### src/rtl/quat_tx_framer.sv
module quat_tx_framer #(
  parameter int SF_FRAMES = 8
) (
  input  logic       clk,
  input  logic       rst,
  input  logic       sym_en,
  input  logic       lt_mode,
  input  logic [7:0] b1_bits,
  input  logic [7:0] b2_bits,
  input  logic [1:0] d_bits,
  input  logic [5:0] m_bits,
  output logic [1:0] sym_code,
  output logic       sym_valid,
  output logic       frame_start,
  output logic       sf_start
);

  localparam int FW = (SF_FRAMES > 1) ? $clog2(SF_FRAMES) : 1;
  localparam logic [FW-1:0] LAST_FRM = FW'(SF_FRAMES - 1);
  localparam logic [8:0] SYNC_SIGN = 9'b110001011;
  localparam logic [3:0] MAINT_SLOT = 4'd13;

  logic [3:0]    sub, slot;
  logic [FW-1:0] frm;
  logic [22:0]   scr;

  logic        in_sync, in_maint, last_sym, sync_sign;
  logic [17:0] grp;
  logic [4:0]  gidx;
  logic [2:0]  midx;
  logic        raw0, raw1, s0, s1;

  assign in_sync   = (slot == 4'd0);
  assign in_maint  = (slot == MAINT_SLOT);
  assign last_sym  = in_maint && (sub == 4'd2);
  assign grp       = {b1_bits, b2_bits, d_bits};
  assign gidx      = 5'd17 - {sub, 1'b0};
  assign midx      = 3'd5 - {sub[1:0], 1'b0};
  assign raw0      = in_maint ? m_bits[midx] : grp[gidx];
  assign raw1      = in_maint ? m_bits[midx - 3'd1] : grp[gidx - 5'd1];
  assign s0        = raw0 ^ (lt_mode ? scr[4] : scr[17]) ^ scr[22];
  assign s1        = raw1 ^ (lt_mode ? scr[3] : scr[16]) ^ scr[21];
  assign sync_sign = SYNC_SIGN[4'd8 - sub] ^ (frm == '0);

  always_ff @(posedge clk) begin
    if (rst) begin
      sub <= '0; slot <= '0; frm <= '0; scr <= '0;
      sym_code <= '0; sym_valid <= 1'b0;
      frame_start <= 1'b0; sf_start <= 1'b0;
    end else begin
      sym_valid   <= sym_en;
      frame_start <= 1'b0;
      sf_start    <= 1'b0;
      if (sym_en) begin
        sym_code    <= in_sync ? {sync_sign, 1'b0} : {s0, s1};
        frame_start <= in_sync && (sub == 4'd0);
        sf_start    <= in_sync && (sub == 4'd0) && (frm == '0);
        if (!in_sync) scr <= {scr[20:0], s0, s1};
        if (last_sym) begin
          sub  <= '0;
          slot <= '0;
          frm  <= (frm == LAST_FRM) ? '0 : frm + 1'b1;
        end else if (sub == 4'd8) begin
          sub  <= '0;
          slot <= slot + 4'd1;
        end else begin
          sub <= sub + 4'd1;
        end
      end
    end
  end

  p_sf_in_frame_r10: assert property (@(posedge clk) disable iff (rst)
    sf_start |-> frame_start);
  p_strobe_valid_r2: assert property (@(posedge clk) disable iff (rst)
    frame_start |-> sym_valid);
  p_idle_quiet_r2: assert property (@(posedge clk) disable iff (rst)
    !sym_en |=> !sym_valid);
  p_sync_hold_r9: assert property (@(posedge clk) disable iff (rst)
    (sym_en && in_sync) |=> $stable(scr));
  p_isw_first_r6: assert property (@(posedge clk) disable iff (rst)
    sf_start |-> (sym_code == 2'b00));
  p_sw_first_r5: assert property (@(posedge clk) disable iff (rst)
    (frame_start && !sf_start) |-> (sym_code == 2'b10));
  p_pos_range_r3: assert property (@(posedge clk) disable iff (rst)
    (slot <= MAINT_SLOT) && (sub <= 4'd8));

endmodule

### config.mk
export PLATFORM = sky130hd
export DESIGN_NAME = quat_tx_framer
export DESIGN_NICKNAME = d
export VERILOG_FILES = /design/src/rtl/quat_tx_framer.sv
export SDC_FILE = /design/constraint.sdc
export NUM_CORES = 1
export LEC_CHECK = 0
export ABC_AREA = 1
export BUFFER_PORTS_ARGS = -buffer_cell sky130_fd_sc_hd__buf_2
export CORE_MARGIN = 5
export CORE_UTILIZATION = 55
export CTS_BUF_LIST = sky130_fd_sc_hd__clkbuf_8 sky130_fd_sc_hd__clkbuf_16
export CTS_CLUSTER_DIAMETER = 150
export DETAILED_ROUTE_END_ITERATION = 10
export PLACE_DENSITY_LB_ADDON = 0.2
export SLEW_MARGIN = 30
export SYNTH_ARGS = -nofsm -noshare
export SYNTH_HDL_FRONTEND = slang
export SYNTH_SLANG_ARGS = --single-unit
### constraint.sdc
create_clock -name clk -period 3.2 [get_ports clk]
set_input_delay 0.48 -clock clk [delete_from_list [all_inputs] [get_ports clk]]
set_output_delay 0.48 -clock clk [all_outputs]
set_load 0.02 [all_outputs]
==> results of run 1 <==
-- layout make-up --
class,count,area (um^2),area share
clock inverters,2,35.0,0.0155
repair buffers,32,160,0.0709
well taps,46,57.6,0.0255
flip-flops and latches,39,781,0.346
clock buffers,6,82.6,0.0365
multi-input cells,205,993,0.440
inverters,40,150,0.0664
-- worst reg2reg max path, delay by kind of cell (launching register included) --
kind | cells | cell delay, ns
buffers and inverters | 2 | 0.47
AO/OA/AOI/OAI | 1 | 0.15
flip-flops | 1 | 0.62
adder cells (fa/ha/maj) | 1 | 0.45
AND/OR/NAND/NOR | 7 | 0.54
-- registers in the layout, indices dropped and copies added (netlist names) --
register and flops:
scr 23, frame_start 1, sym_valid 1, sym_code 2, frm 3, sub 4, slot 4, sf_start 1
-- cell usage in the layout, fill, tap and decap left out, drive strengths merged --
cell type  synthesis  final
clkbuf             5      6
o211ai             1      1
buf                6     32
inv               38     38
nor3               3      3
nand3             24     24
a211oi             3      3
ha                10     10
clkinv             2      3
dfxtp             39     39
o21ai             35     35
a21oi             14     14
xor2               4      4
nor2              58     58
nor3b              1      1
bufinv             0      1
nand2             52     52
-- cells by family after synthesis --
logic type,count (synthesis),synth area share
AO/OA/AOI/OAI,53,0.139
adder cells (fa/ha/maj),10,0.0632
buffers and inverters,51,0.104
AND/OR/NAND/NOR,138,0.282
flip-flops,39,0.394
XOR/XNOR,4,0.0177
-- synthesized netlist by cell type --
library cell	count	area share
xor2_1	4	0.018
ha_1	10	0.063
buf_2	5	0.013
o21ai_0	29	0.073
o211ai_1	1	0.0038
inv_1	35	0.066
inv_2	3	0.0057
nand2_1	51	0.097
nand2_2	1	0.0032
nor3b_1	1	0.0038
a21oi_1	14	0.035
nor2_1	58	0.11
clkbuf_1	5	0.0095
dfxtp_1	39	0.39
a211oi_1	3	0.011
buf_6	1	0.0057
nor3_1	3	0.0076
nand3_1	24	0.061
o21ai_1	6	0.015
clkinv_1	2	0.0038
-- routing by layer --
metal,track usage,routed length [um]
met3,0.0588,269
met4,0.0511,46
met5,0,0
met1,0.253,2130
met2,0.251,1820
-- stage by stage --
step	hold WS, ns	util	instances	instance area, um^2
after CTS	0.459	0.662	370	2260
after detailed placement	0.466	0.627	362	2140
final	0.462	0.662	370	2260
after global placement	0.456	0.627	362	2140
after floorplan	0.442	-	295	1980
after global routing	0.471	0.662	370	2260
-- worst max-delay path by stage --
| stage | start | endpoint | slack [ns] |
|---|---|---|---|
| 2_1_floorplan | sub[0] | scr[0] | 1.42 |
| 3_3_place_gp | sub[0] | scr[0] | 1.06 |
| 3_5_place_dp | sub[0] | sym_code[0] | 0.95 |
| 4_1_cts | sub[0] | sym_code[0] | 0.92 |
| 5_1_grt | sub[0] | scr[1] | 0.70 |
| 6_report | sub[0] | sym_code[0] | 0.90 |
-- power by group through the flow --
stage | sequential, uW | combinational, uW | clock, uW
floorplan | 511 | 88.8 | 0
global placement | 510 | 123 | 0
detailed placement | 510 | 124 | 0
CTS | 499 | 126 | 428
global route | 500 | 143 | 455
finish | 499 | 126 | 425
==> results_dict.tcl, run 1 <==
set metrics [dict create \
    status "completed" \
    hold_start "rst" \
    ff2ff_setup_slack_ns 0.90 \
    worst_ep_required_time_ns 3.43 \
    syn_avg_cell_area_um2 6.71 \
    die_h_um 70.0 \
    dp_hpwl_um 3030 \
    ys_warn_count 0 \
    clock.fmax_mhz 435 \
    place.gp.congestion 0.921 \
    seq_area_frac_synth 0.394 \
    crit_path_end_kind "register" \
    crit_path_max_fanout 18 \
    slowest_delay_ns 0.62 \
    pwr-share-seq 0.475 \
    cp_cell_sequence "inv_2 -> ha_1 -> inv_1 -> nand3_1 -> nand3_1 -> nand3_1 -> nand2_1 -> nand2_1 -> nand2_1 -> nand3_1 -> a21oi_1" \
    powerDensity_nw_per_um2 465 \
    fin_nets 361 \
    path_clk_slew_ns 0.08 \
    synth_nets 333 \
    drive_above_1_share 0.136 \
    power.switching_uw 259 \
    yosysUniqueCellTypes 20 \
    antenna_found_initial 0 \
    ctsHoldBuffers 0 \
    pre_cts_ws_ns 0.949 \
    crit_type "register to register" \
    path_delay_family "flip-flops" \
    cts_setup_buffers 0 \
    cts_num_sinks 39 \
    port_buffers 32 \
    grt_max_degree 28 \
    grt_pass1_vias 1600 \
    ctsResizeCount 0 \
    drv_slew 0 \
    tns_ns 0 \
    cp_slowest_cell "dfxtp_1" \
    die_w_um 70.0 \
    crit_top_cell "nand3_1" \
    overflow 0 \
    grt_first_pass_wirelength_um 7310 \
    antenna_cells 0 \
    total_power_uw 1050 \
    io_pins 33 \
    wl_per_cell_um 11.5 \
    cp.arrival_ns 2.52 \
    clk_path_buf_depth 2 \
    path_depth 11 \
    cts_tree "built" \
    path_buf_inv 2 \
    worstReg2RegEnd "sym_code[0]" \
    r2r_cells 11 \
    max_cap_violations 0 \
    vdd_drop_max_mv 0.397 \
    synthesis.area_um2 1980 \
    setup_slack_ns 0.903 \
    via_per_inst 4.99 \
    setup-violations-final 0 \
    nFillCells 323 \
    min_period_over_period 0.718 \
    rows 21 \
    syn2layout_area_growth_pct 14.2 \
    htree_levels 2 \
    relSlewSlack 0.544 \
    firstDrtPassIters 4 \
    p_leak_uw 0.00109 \
    hold_viol 0 \
    finalCriticalPeriod_ns 2.30 \
    hold_depth 2 \
    synth_cells 295 \
    p_sw_frac 0.247 \
    core-area_um2 3420 \
    initial_core_util 0.579 \
    worst_pin_slew_ns 0.683 \
    drt_iter0_markers 129 \
    clock_latency_ns 0.29 \
    ant_nets 0 \
    cts_made_buffers 5 \
    synth-seq-cells 39 \
    critPathLaunchType "register" \
    hp-class "primary input to register" \
    route.detailed.drc 0 \
    vias 1846 \
    hold_path_end "scr[0]" \
    drt_wl_total_um 4270 \
    clkPwrFrac 0.405 \
    worstReg2RegStart "sub[0]" \
    grt_setup_unrepaired "no" \
    track_usage 0.177 \
    finClkSkew_ns 0.00986 \
    p_int_uw 791 \
    power_frac_comb 0.120 \
    cts_root_buf "clkbuf_8" \
    dieArea_um2 4900 \
]
Note: power is estimated with default switching activity, not from simulation.
==> run 2, diff against run 1 <==
--- a/config.mk
+++ b/config.mk
@@ -8,7 +8,7 @@
 export ABC_AREA = 1
 export BUFFER_PORTS_ARGS = -buffer_cell sky130_fd_sc_hd__buf_2
 export CORE_MARGIN = 5
-export CORE_UTILIZATION = 55
+export CORE_UTILIZATION = 50
 export CTS_BUF_LIST = sky130_fd_sc_hd__clkbuf_8 sky130_fd_sc_hd__clkbuf_16
 export CTS_CLUSTER_DIAMETER = 150
 export DETAILED_ROUTE_END_ITERATION = 10
==> constraint.sdc (replaced) <==
create_clock -name clk -period 2 [get_ports clk]
set_input_delay 0.3 -clock clk [delete_from_list [all_inputs] [get_ports clk]]
set_output_delay 0.3 -clock clk [all_outputs]
set_load 0.02 [all_outputs]
==> results_dict.tcl, run 2 (synthesis results as in run 1) <==
set metrics [dict create \
    status "completed" \
    ant_nets 0 \
    worst_pin_slew_ns 0.390 \
    ctsHoldBuffers 0 \
    initial_core_util 0.529 \
    die_h_um 72.9 \
    placed_cell_area_um2 2180 \
    pre_cts_ws_ns 0.219 \
    track_usage 0.163 \
    crit_path_end_kind "register" \
    critPathLaunchType "register" \
    route.detailed.drc 0 \
    wl_per_cell_um 10.7 \
    setup_slack_ns 0.207 \
    htree_levels 2 \
    drt_iter0_markers 123 \
    crit_path_max_fanout 8 \
    syn2layout_area_growth_pct 14.5 \
    finClkSkew_ns 0.00964 \
    cts_num_sinks 39 \
    drt_wl_total_um 4030 \
    via_per_inst 4.86 \
    place.gp.congestion 0.865 \
    grt_pass1_vias 1563 \
    tns_ns 0 \
    dp_hpwl_um 3020 \
    top_register "scr" \
    hold_viol 0 \
    grt_max_degree 25 \
    finalCriticalPeriod_ns 1.79 \
    clk_path_buf_depth 2 \
    drv_slew 0 \
    overflow 0 \
    rows 22 \
    port_buffers 32 \
    hp-class "primary input to register" \
    vias 1831 \
    path_clk_slew_ns 0.08 \
    p_leak_uw 0.00110 \
    drive_above_1_share 0.146 \
    powerDensity_nw_per_um2 672 \
    final_common_cell "nor2_1" \
    max_cap_violations 0 \
    crit_type "register to register" \
    setup-violations-final 0 \
    ctsResizeCount 0 \
    cp.arrival_ns 2.02 \
    firstDrtPassIters 4 \
    cts_made_buffers 5 \
    core-area_um2 3740 \
    relSlewSlack 0.740 \
    cts_root_buf "clkbuf_8" \
    clock_latency_ns 0.29 \
    worst_ep_required_time_ns 2.23 \
    largest_reg_flops 23 \
    antenna_cells 0 \
    final_cell_mix "nor2_1 (58), nand2_1 (51), dfxtp_1 (39), inv_1 (36), buf_2 (32)" \
    cts_setup_buffers 0 \
    clock.fmax_mhz 558 \
    antenna_found_initial 0 \
    grt_first_pass_wirelength_um 6850 \
    grt_setup_unrepaired "no" \
    io_pins 33 \
    cts_tree "built" \
    min_period_over_period 0.896 \
    total_power_uw 1520 \
    vdd_drop_max_mv 0.401 \
    fin_nets 366 \
    reg_top3 "scr (23), slot (4), sub (4)" \
    dieArea_um2 5320 \
    fin_area_um2 2270 \
    die_w_um 72.9 \
]
[run 2: changes by cell type in the layout (fill, tap and decap cells not counted), sizes merged]
cell,before,now
buf,32,37
clkbuf,6,5
inv,38,39
clkinvlp,0,1
bufinv,1,0
[run 2: stage by stage]
step                      hold slack [ns]  utilization  cells
after CTS                           0.266        0.606    377
after global placement              0.454        0.583    369
after detailed placement            0.461        0.583    369
after floorplan                     0.442            -    295
final                               0.264        0.606    377
after global routing                0.270        0.606    377
[run 2: final timing paths]
| path | start | endpoint | slack, ns | depth (start not counted) |
|---|---|---|---|---|
| setup / recovery | sub[1] | scr[0] | 0.21 | 12 |
| hold reg to reg | scr[0] | scr[0] | 0.46 | 2 |
| setup reg to reg | sub[1] | scr[0] | 0.21 | 12 |
| hold / removal | rst | sym_code[0] | 0.26 | 2 |
[run 2: power by group]
part | switching (uW) | leakage [uW] | internal [uW] | total, uW
Combinational | 131 | 0.000738 | 84.4 | 216
Sequential | 6.98 | 0.000315 | 786 | 793
Clock | 278 | 0.0000453 | 239 | 516
[run 2: worst max-delay path, cell delays in order (launching register included)]
cell	delay [ns]
dfxtp_1	0.42
inv_1	0.09
ha_1	0.32
buf_4	0.17
nor2_1	0.09
nand2_1	0.05
nor2_1	0.10
nor2_1	0.05
nand2_1	0.08
nand2_1	0.06
nand2_1	0.06
nand3_1	0.09
a21oi_1	0.15
[run 2: per-layer routing]
metal  up-vias  share of wire  track usage
met3         7          0.076       0.0523
met1       777           0.51        0.236
li1        996              -            -
met5         -              0            0
met2        51           0.40        0.227
met4         0          0.011       0.0492
[run 2: final cells by class]
type                    instances  area, um^2
fillers                       369        1480
flip-flops and latches         39         781
multi-input cells             205         993
well taps                      48        60.1
clock buffers                   5        68.8
inverters                      40         150
repair buffers                 37         198
clock inverters                 3        16.3
==> run 3, diff against run 2 <==
--- a/config.mk
+++ b/config.mk
@@ -8,7 +8,7 @@
 export ABC_AREA = 1
 export BUFFER_PORTS_ARGS = -buffer_cell sky130_fd_sc_hd__buf_2
 export CORE_MARGIN = 5
-export CORE_UTILIZATION = 50
+export CORE_UTILIZATION = 26
 export CTS_BUF_LIST = sky130_fd_sc_hd__clkbuf_8 sky130_fd_sc_hd__clkbuf_16
 export CTS_CLUSTER_DIAMETER = 150
 export DETAILED_ROUTE_END_ITERATION = 10
==> results_dict.tcl, run 3 (synthesis results as in run 1) <==
set metrics [dict create \
    grt_pass1_vias 1766 \
    firstDrtPassIters 4 \
    status "completed" \
    crit_path_end_kind "register" \
    wl_per_cell_um 10.9 \
    drv_slew 0 \
    p_leak_uw 0.00110 \
    vdd_drop_max_mv 0.340 \
    reg_top3 "scr (23), slot (4), sub (4)" \
    place.gp.congestion 0.768 \
    p_sw_frac 0.268 \
    initial_core_util 0.270 \
    io_pins 33 \
    clkPwrFrac 0.331 \
    grt_first_pass_wirelength_um 8010 \
    ctsHoldBuffers 0 \
    tns_ns 0 \
    dp_hpwl_um 3570 \
    finalCriticalPeriod_ns 1.74 \
    max_cap_violations 0 \
    clk_path_buf_depth 2 \
    pwr-share-seq 0.524 \
    die_w_um 97.3 \
    cp.arrival_ns 1.96 \
    die_h_um 97.3 \
    cts_root_buf "clkbuf_8" \
    power.switching_uw 406 \
    ant_nets 0 \
    vias 1858 \
    largest_reg_flops 23 \
    crit_path_max_fanout 6 \
    final_cell_mix "nor2_1 (58), nand2_1 (50), dfxtp_1 (38), inv_1 (37), buf_2 (32)" \
    worst_ep_required_time_ns 2.22 \
    antenna_found_initial 0 \
    powerDensity_nw_per_um2 649 \
    hold_viol 0 \
    drt_iter0_markers 69 \
    drt_wl_total_um 4660 \
    critPathLaunchType "register" \
    finClkSkew_ns 0.00397 \
    stdcell_count 428 \
    hp-class "primary input to register" \
    clock.fmax_mhz 576 \
    cts_tree "built" \
    final_common_cell "nor2_1" \
    relSlewSlack 0.720 \
    via_per_inst 4.34 \
    track_usage 0.100 \
    port_buffers 32 \
    nFillCells 845 \
    worst_pin_slew_ns 0.419 \
    crit_type "register to register" \
    top_register "scr" \
    route.detailed.drc 0 \
    min_period_over_period 0.868 \
    dpl.cell_count 420 \
    overflow 0 \
    core-area_um2 7330 \
    grt_setup_unrepaired "no" \
    clock_latency_ns 0.28 \
    power_frac_comb 0.145 \
    rows 31 \
    dieArea_um2 9460 \
    htree_levels 2 \
    drive_above_1_share 0.152 \
    p_int_uw 1110 \
    setup-violations-final 0 \
    fin_nets 366 \
    grt_max_degree 25 \
    cts_made_buffers 5 \
    syn2layout_area_growth_pct 17.9 \
    path_clk_slew_ns 0.07 \
    cts_num_sinks 39 \
    multiInputGateArea_um2 998 \
    regArea_um2 782 \
    antenna_cells 0 \
]
-- run 3: changes by cell type in the layout (fill, tap and decap cells not counted) --
cell        change
clkinvlp_4      -1
dfxtp_1         -1
dfxtp_2         +1
ha_1            -1
ha_2            +1
inv_1           +1
nand2_1         -1
nand2_2         +1
-- run 3: power by group through the flow --
stage | logic, uW | clock network (uW) | registers (uW)
after CTS | 222 | 526 | 792
after global routing | 256 | 556 | 794
final | 220 | 501 | 793
after floorplan | 142 | 0 | 817
after detailed placement | 220 | 0 | 811
after global placement | 220 | 0 | 810
-- run 3: final timing paths --
check / start / depth (start not counted) / end / slack (ns)
setup reg to reg: sub[1] / 9 / sym_code[0] / 0.26
hold reg to reg: scr[0] / 2 / scr[0] / 0.48
setup / recovery: sub[1] / 9 / sym_code[0] / 0.26
hold / removal: rst / 2 / scr[1] / 0.29
-- run 3: repair_timing --
item,4_1_cts,5_1_grt
setup buffers,0,0
endpoints found under the setup margin,0,4
gates resized for setup,0,3
-- run 3: layout make-up --
class | instances | share of cell area
Inverter | 40 | 0.0643
Timing Repair Buffer | 37 | 0.0847
Tap cell | 99 | 0.0531
Clock inverter | 3 | 0.00536
Multi-Input combinational cell | 205 | 0.428
Clock buffer | 5 | 0.0295
Sequential cell | 39 | 0.335
-- run 3: worst max-delay path, stage by stage, from the launching register on --
cell	delay, ns
dfxtp_2	0.37
inv_1	0.07
ha_2	0.37
buf_4	0.15
nor2_1	0.05
a21oi_1	0.17
o21ai_1	0.12
nand3_1	0.10
nand3_1	0.11
a21oi_1	0.16
-- run 3: per-layer routing --
metal | share of wire | vias up | wire, um | track usage
met3 | 0.053 | 5 | 249 | 0.0266
met4 | 0.0099 | 0 | 46 | 0.0319
li1 | - | 996 | - | -
met1 | 0.51 | 822 | 2360 | 0.137
met5 | 0 | - | 0 | 0
met2 | 0.43 | 35 | 2010 | 0.154
-- run 3: stage by stage --
step	util	setup slack, ns	hold WS, ns	instance area [um^2]	power [uW]
after floorplan	-	0.219	0.442	1980	959
after global placement	0.306	0.202	0.462	2250	1030
after detailed placement	0.306	0.168	0.463	2250	1030
after CTS	0.317	0.124	0.286	2330	1540
after global routing	0.318	0.0701	0.297	2330	1610
final	0.318	0.263	0.291	2330	1510
